$ cat src/rtl/abl_pkg.sv
// Shared definitions for the host byte load port.
// Assumes: one internal clock domain, host strobes asynchronous to it.
package abl_pkg;
    // Decoded, synchronised host request for one cycle.
    typedef struct packed {
        logic sel;     // both select lines in their active state
        logic wr_evt;  // selected falling edge of the write strobe
        logic rd_act;  // selected read with the write strobe inactive
    } abl_req_t;

    // Idle levels of {sel_lo_n, sel_hi, wr_n, rd_n}.
    localparam logic [3:0] ABL_CTRL_IDLE = 4'b1011;
endpackage

$ cat src/rtl/abl_sync.sv
// Multi-stage synchroniser for a bundle of asynchronous control lines.
// Assumes: each line is a level that the host holds for several clocks;
// no bus coherence between lines is required.
module abl_sync #(
    parameter int              WIDTH  = 4,
    parameter int              STAGES = 2,
    parameter logic [WIDTH-1:0] IDLE  = '0
) (
    input  logic             clk,
    input  logic             rst_n,
    input  logic [WIDTH-1:0] d,
    output logic [WIDTH-1:0] q
);
    logic [WIDTH-1:0] stg [STAGES];

    // Shift each line through the stage chain, reset to the idle level.
    always_ff @(posedge clk) begin
        if (!rst_n) begin
            for (int i = 0; i < STAGES; i++) stg[i] <= IDLE;
        end else begin
            stg[0] <= d;
            for (int i = 1; i < STAGES; i++) stg[i] <= stg[i-1];
        end
    end

    assign q = stg[STAGES-1];
endmodule

$ cat src/rtl/abl_strobe_decode.sv
// Turns synchronised select and strobe levels into per-cycle requests.
// Assumes: inputs already synchronised. Write has priority over read.
module abl_strobe_decode
    import abl_pkg::*;
(
    input  logic     clk,
    input  logic     rst_n,
    input  logic     sel_lo_n_s,
    input  logic     sel_hi_s,
    input  logic     wr_n_s,
    input  logic     rd_n_s,
    output abl_req_t req
);
    logic wr_n_prev;

    // Remember last write strobe level for falling-edge detection.
    always_ff @(posedge clk) begin
        if (!rst_n) wr_n_prev <= 1'b1;
        else        wr_n_prev <= wr_n_s;
    end

    // Form select, write event and read activity for this cycle.
    always_comb begin
        req.sel    = !sel_lo_n_s && sel_hi_s;
        req.wr_evt = req.sel && wr_n_prev && !wr_n_s;
        req.rd_act = req.sel && !rd_n_s && wr_n_s;
    end

    // A write event needs the strobe low in the previous decode cycle to be high.
    assert_single_event_R2: assert property (@(posedge clk) disable iff (!rst_n)
        req.wr_evt |=> !req.wr_evt);
endmodule

$ cat src/rtl/abl_bit_shifter.sv
// Byte buffer that unloads MSB first under a per-bit valid/ready handshake.
// Assumes: wr_evt is a one-cycle pulse and din is stable in that cycle.
module abl_bit_shifter #(
    parameter int DATA_W = 8
) (
    input  logic              clk,
    input  logic              rst_n,
    input  logic              wr_evt,
    input  logic [DATA_W-1:0] din,
    input  logic              bit_ready,
    output logic              bit_valid,
    output logic              bit_data,
    output logic              busy,
    output logic              overrun
);
    localparam int CNT_W = $clog2(DATA_W + 1);

    logic [DATA_W-1:0] shreg;
    logic [CNT_W-1:0]  left;

    assign busy      = (left != '0);
    assign bit_valid = busy;
    assign bit_data  = shreg[DATA_W-1];

    // Load a byte when free, otherwise shift one bit per accepted handshake.
    always_ff @(posedge clk) begin
        if (!rst_n) begin
            shreg <= '0;
            left  <= '0;
        end else if (wr_evt && !busy) begin
            shreg <= din;
            left  <= CNT_W'(DATA_W);
        end else if (busy && bit_ready) begin
            shreg <= {shreg[DATA_W-2:0], 1'b0};
            left  <= left - 1'b1;
        end
    end

    // Record any write that collided with a byte in flight.
    always_ff @(posedge clk) begin
        if (!rst_n)               overrun <= 1'b0;
        else if (wr_evt && busy)  overrun <= 1'b1;
    end

    assert_load_msb_R8: assert property (@(posedge clk) disable iff (!rst_n)
        (wr_evt && !busy) |=> (busy && bit_data == $past(din[DATA_W-1])));
    assert_stall_hold_R8: assert property (@(posedge clk) disable iff (!rst_n)
        (bit_valid && !bit_ready) |=> (bit_valid && $stable(bit_data)));
    assert_busy_end_R6: assert property (@(posedge clk) disable iff (!rst_n)
        $fell(busy) |-> $past(bit_ready));
    assert_overrun_sticky_R7: assert property (@(posedge clk) disable iff (!rst_n)
        overrun |=> overrun);
    assert_overrun_cause_R7: assert property (@(posedge clk) disable iff (!rst_n)
        $rose(overrun) |-> $past(wr_evt && busy));
endmodule

$ cat src/rtl/abl_bus_driver.sv
// Produces the status word and the tri-state enable for the host bus.
// Assumes: rd_act already excludes cycles with the write strobe low.
module abl_bus_driver #(
    parameter int DATA_W = 8
) (
    input  logic              rd_act,
    input  logic              busy,
    output logic [DATA_W-1:0] bus_o,
    output logic              bus_oe
);
    // Ready on the top bit, lower bits forced high, quiet when not reading.
    always_comb begin
        bus_oe = rd_act;
        bus_o  = rd_act ? {!busy, {(DATA_W-1){1'b1}}} : '0;
    end
endmodule

$ cat src/rtl/abl_top.sv
// Host byte load port: synchronises host strobes, loads bytes, reports
// ready/busy on status reads and streams bytes bit-serially downstream.
// Assumes: host holds data stable while the write strobe is low.
module abl_top
    import abl_pkg::*;
#(
    parameter int DATA_W      = 8,
    parameter int SYNC_STAGES = 2
) (
    input  logic              clk,
    input  logic              rst_n,
    input  logic              sel_lo_n,
    input  logic              sel_hi,
    input  logic              wr_n,
    input  logic              rd_n,
    input  logic [DATA_W-1:0] bus_i,
    output logic [DATA_W-1:0] bus_o,
    output logic              bus_oe,
    output logic              busy,
    output logic              overrun,
    output logic              bit_valid,
    output logic              bit_data,
    input  logic              bit_ready
);
    logic [3:0] ctrl_s;
    abl_req_t   req;

    abl_sync #(.WIDTH(4), .STAGES(SYNC_STAGES), .IDLE(ABL_CTRL_IDLE)) u_sync (
        .clk   (clk),
        .rst_n (rst_n),
        .d     ({sel_lo_n, sel_hi, wr_n, rd_n}),
        .q     (ctrl_s)
    );

    abl_strobe_decode u_dec (
        .clk        (clk),
        .rst_n      (rst_n),
        .sel_lo_n_s (ctrl_s[3]),
        .sel_hi_s   (ctrl_s[2]),
        .wr_n_s     (ctrl_s[1]),
        .rd_n_s     (ctrl_s[0]),
        .req        (req)
    );

    abl_bit_shifter #(.DATA_W(DATA_W)) u_shift (
        .clk       (clk),
        .rst_n     (rst_n),
        .wr_evt    (req.wr_evt),
        .din       (bus_i),
        .bit_ready (bit_ready),
        .bit_valid (bit_valid),
        .bit_data  (bit_data),
        .busy      (busy),
        .overrun   (overrun)
    );

    abl_bus_driver #(.DATA_W(DATA_W)) u_bus (
        .rd_act (req.rd_act),
        .busy   (busy),
        .bus_o  (bus_o),
        .bus_oe (bus_oe)
    );

    assert_oe_select_R1: assert property (@(posedge clk) disable iff (!rst_n)
        bus_oe |-> (!ctrl_s[3] && ctrl_s[2]));
    assert_oe_read_only_R5: assert property (@(posedge clk) disable iff (!rst_n)
        bus_oe |-> (!ctrl_s[0] && ctrl_s[1]));
    assert_write_wins_R4: assert property (@(posedge clk) disable iff (!rst_n)
        req.wr_evt |-> !bus_oe);
    assert_status_word_R3: assert property (@(posedge clk) disable iff (!rst_n)
        bus_oe |-> (bus_o[DATA_W-1] != bit_valid && (&bus_o[DATA_W-2:0])));
endmodule

$ cat config.mk
export PLATFORM = sky130hd
export DESIGN_NAME = abl_top
export DESIGN_NICKNAME = d
export VERILOG_FILES = /design/src/rtl/abl_pkg.sv /design/src/rtl/abl_sync.sv /design/src/rtl/abl_strobe_decode.sv /design/src/rtl/abl_bit_shifter.sv /design/src/rtl/abl_bus_driver.sv /design/src/rtl/abl_top.sv
export SDC_FILE = /design/constraint.sdc
export NUM_CORES = 1
export LEC_CHECK = 0
export BUFFER_PORTS_ARGS = -buffer_cell sky130_fd_sc_hd__buf_2
export CORE_MARGIN = 2
export CORE_UTILIZATION = 35
export CTS_BUF_LIST = sky130_fd_sc_hd__clkbuf_4
export DETAILED_ROUTE_END_ITERATION = 10
export GPL_ROUTABILITY_DRIVEN = 0
export PLACE_DENSITY_LB_ADDON = 0.15
export SETUP_SLACK_MARGIN = 0.2
export SLEW_MARGIN = 20
export SYNTH_ARGS = -nofsm -noshare
export SYNTH_HDL_FRONTEND = slang
export SYNTH_SLANG_ARGS = --single-unit
$ cat constraint.sdc
create_clock -name clk -period 3.9 [get_ports clk]
set_input_delay 0.195 -clock clk [delete_from_list [all_inputs] [get_ports clk]]
set_output_delay 0.195 -clock clk [all_outputs]
set_load 0.02 [all_outputs]
==> flow_summary.ini <==
[run_status]
status = completed

[synth]
avgSynthCellArea_um2 = 9.41
synth_seq_cells = 22
syn-num-nets = 120
synth_area_leaders = dfxtp_1 45%, buf_4 6.2%, nand4_1 5.2%, nand2b_1 4.5%, o221ai_1 4.5%
synthFlopType = dfxtp_1
ys_async_sr_fraction = 0
yosys.area.top_type_share = 0.454
synth_cells = 103
yosys.cell_count.top_type = dfxtp_1
yosys_warnings = 0
yosysTopAreaCell = dfxtp_1
synth_area_um2 = 970
synth_common_cells = 22 x dfxtp_1, 11 x nand2_1, 8 x buf_4, 8 x nand4_1, 7 x nand2b_1
ys_seq_area_frac = 0.454
synth-edff-count = 0
synth_cell_types = 27

[worst_setup_path]
critPathLaunchType = flip-flop
path_cells = inv_1, ha_1, nor3b_4, inv_2, buf_2
endpoint_kind = output port
critPathMaxFanout = 15
crit_arrival_ns = 1.87
critPathRequiredTime_ns = 3.70
critPathKind = flip-flop to output port
slowest_delay_ns = 0.54
slowest_stage = nor3b_4

[worst_hold_path]
hp-class = input pin to flip-flop

[pwr]
power_w = 0.000684
power.density_nw_per_um2 = 612
p_leak_nw = 0.469
ir_drop_uv = 310

[placed_design]
preCtsSetupSlack_ns = 1.86
io_buffers = 27
placed_cells = 148
hpwl_mm = 1.31

[clock_tree]
post_cts_resized = 0
cts_tree = built
cts-root-buf = clkbuf_4
cts_buffer_depth = 2
htree_levels = 1
cts_buffers = 3
cts_setup_buffers = 0
cts_hold_buf = 0
clkTransAtPathRegs_ns = 0.12
clock_latency_ns = 0.30
clock-sinks = 22

[sta]
slew_violations = 0
timing.final.crit_period_ns = 2.06
worstMarginPinSlew_ns = 0.922
max_slew_margin = 0.377
hold_viol = 0
setup_viol_count_final = 0
rsz0062_at_grt = false
fin_crit_sh = 0.528
tns_ns = 0
max_clock_freq_mhz = 485
fin_worst_skew_ns = 0.00233
fin_ws_ns = 1.84

[route]
postRouteAntennaNets = 0
vias = 773
routed_via_density = 5.09
drt_iter0_drc = 23
wl_mm = 1.84
dr.pass1.iters = 4
routedWlPerCell_um = 12.1
drcViolationCount = 0

[finish]
seqCellArea_um2 = 440
area_delta_synth_final_pct = 15.2
fin_nets = 139
num-fill-cells = 272
fin_util = 0.416
diodes = 0
drive_above_1_share = 0.281
multi_input_area_um2 = 428
stdcell_count = 152

[floorplan]
die-area_um2 = 3210
start_util = 0.361
die_h_um = 56.6
die_x_um = 56.6
core-area_um2 = 2690
boundaryPins = 28
rows = 19

[global_route]
grt.busiest_layer = met2
track_usage = 0.129
first_global_vias = 730
grt_max_degree = 30
grtUsageMet2 = 0.208
met3_usage = 0.0230
use_met1 = 0.163
antenna_found_initial = 0
grt_overflow = 0
grt_first_pass_wirelength_mm = 3.22

[flow_run]
cap_viol_max_count = 0
## final timing paths
check | from | endpoint | slack (ns) | depth (start not counted)
worst max register to register | u_shift.left[0]$_SDFFE_PP0P_ | u_shift.shreg[4]$_SDFFE_PN0P_ | 1.87 | 5
worst min-delay path | sel_lo_n | u_sync.stg[0][3]$_SDFF_PN1_ | 0.06 | 2
worst max-delay path | u_shift.left[0]$_SDFFE_PP0P_ | bit_valid | 1.84 | 5
worst min register to register | u_sync.stg[0][0]$_SDFF_PN1_ | u_sync.stg[0][4]$_SDFF_PN1_ | 0.42 | 1
## area by class of cell
class,count,share of cell area
clock buffers,3,0.0202
clock inverters,1,0.0269
inverters,4,0.0134
multi-input cells,63,0.383
flip-flops and latches,22,0.394
well taps,31,0.0347
repair buffers,28,0.128
## power breakdown
part,switching (W),internal [W]
clock,0.0000690,0.000104
sequential,0.0000183,0.000245
combinational,0.000165,0.0000834
total,0.000252,0.000432
## metrics by stage
step	hold WS [ns]	instance area, um^2
final	0.0588	1120
after global routing	0.0433	1120
after CTS	0.0475	1120
after detailed placement	0.378	1060
after global placement	0.375	1060
after floorplan	0.296	970
## kinds of logic (layout without fill, tap and decap cells)
group	after synthesis	count (layout)	synth area share
adders and majority gates	2	2	0.0258
AOI/OAI and AO/OA	17	17	0.125
buffers and inverters	18	36	0.105
muxes	2	2	0.0206
and+or+nand+nor	42	42	0.270
DFF	22	22	0.454
## state kept, by name (all words and copies together), names as in the netlist
register / flops
u_dec.wr_n_prev: 1
u_shift.left: 4
u_shift.overrun: 1
u_shift.shreg: 8
u_sync.stg: 8
## cell usage in the layout, fill, tap and decap left out, types with 2 or more instances in the layout
master and count:
buf_2 27, dfxtp_1 22, nand2_1 11, nand4_1 8
nand2b_1 7, o221ai_1 5, inv_1 3, nor4bb_1 3
and2_1 3, a21boi_0 3, a21oi_1 3, clkbuf_4 3
nand3_1 2, nor2b_1 2, o21ai_0 2, mux2i_1 2
or3_1 2, o211ai_1 2, ha_1 2
## per-layer routing
metal / vias up / share of wire / wire length [um]
li1: 393 / - / -
met3: 2 / 0.064 / 118
met2: 27 / 0.45 / 836
met1: 351 / 0.47 / 865
met4: 0 / 0.011 / 21
met5: - / 0 / 0
## critical path, delay by kind of cell (launching register included)
family                   cells  cell delay (ns)
AND/OR/NAND/NOR              1             0.54
buffers and inverters        3             0.49
flip-flops                   1             0.34
adder cells (fa/ha/maj)      1             0.19
(Power assumes the default switching activity.)
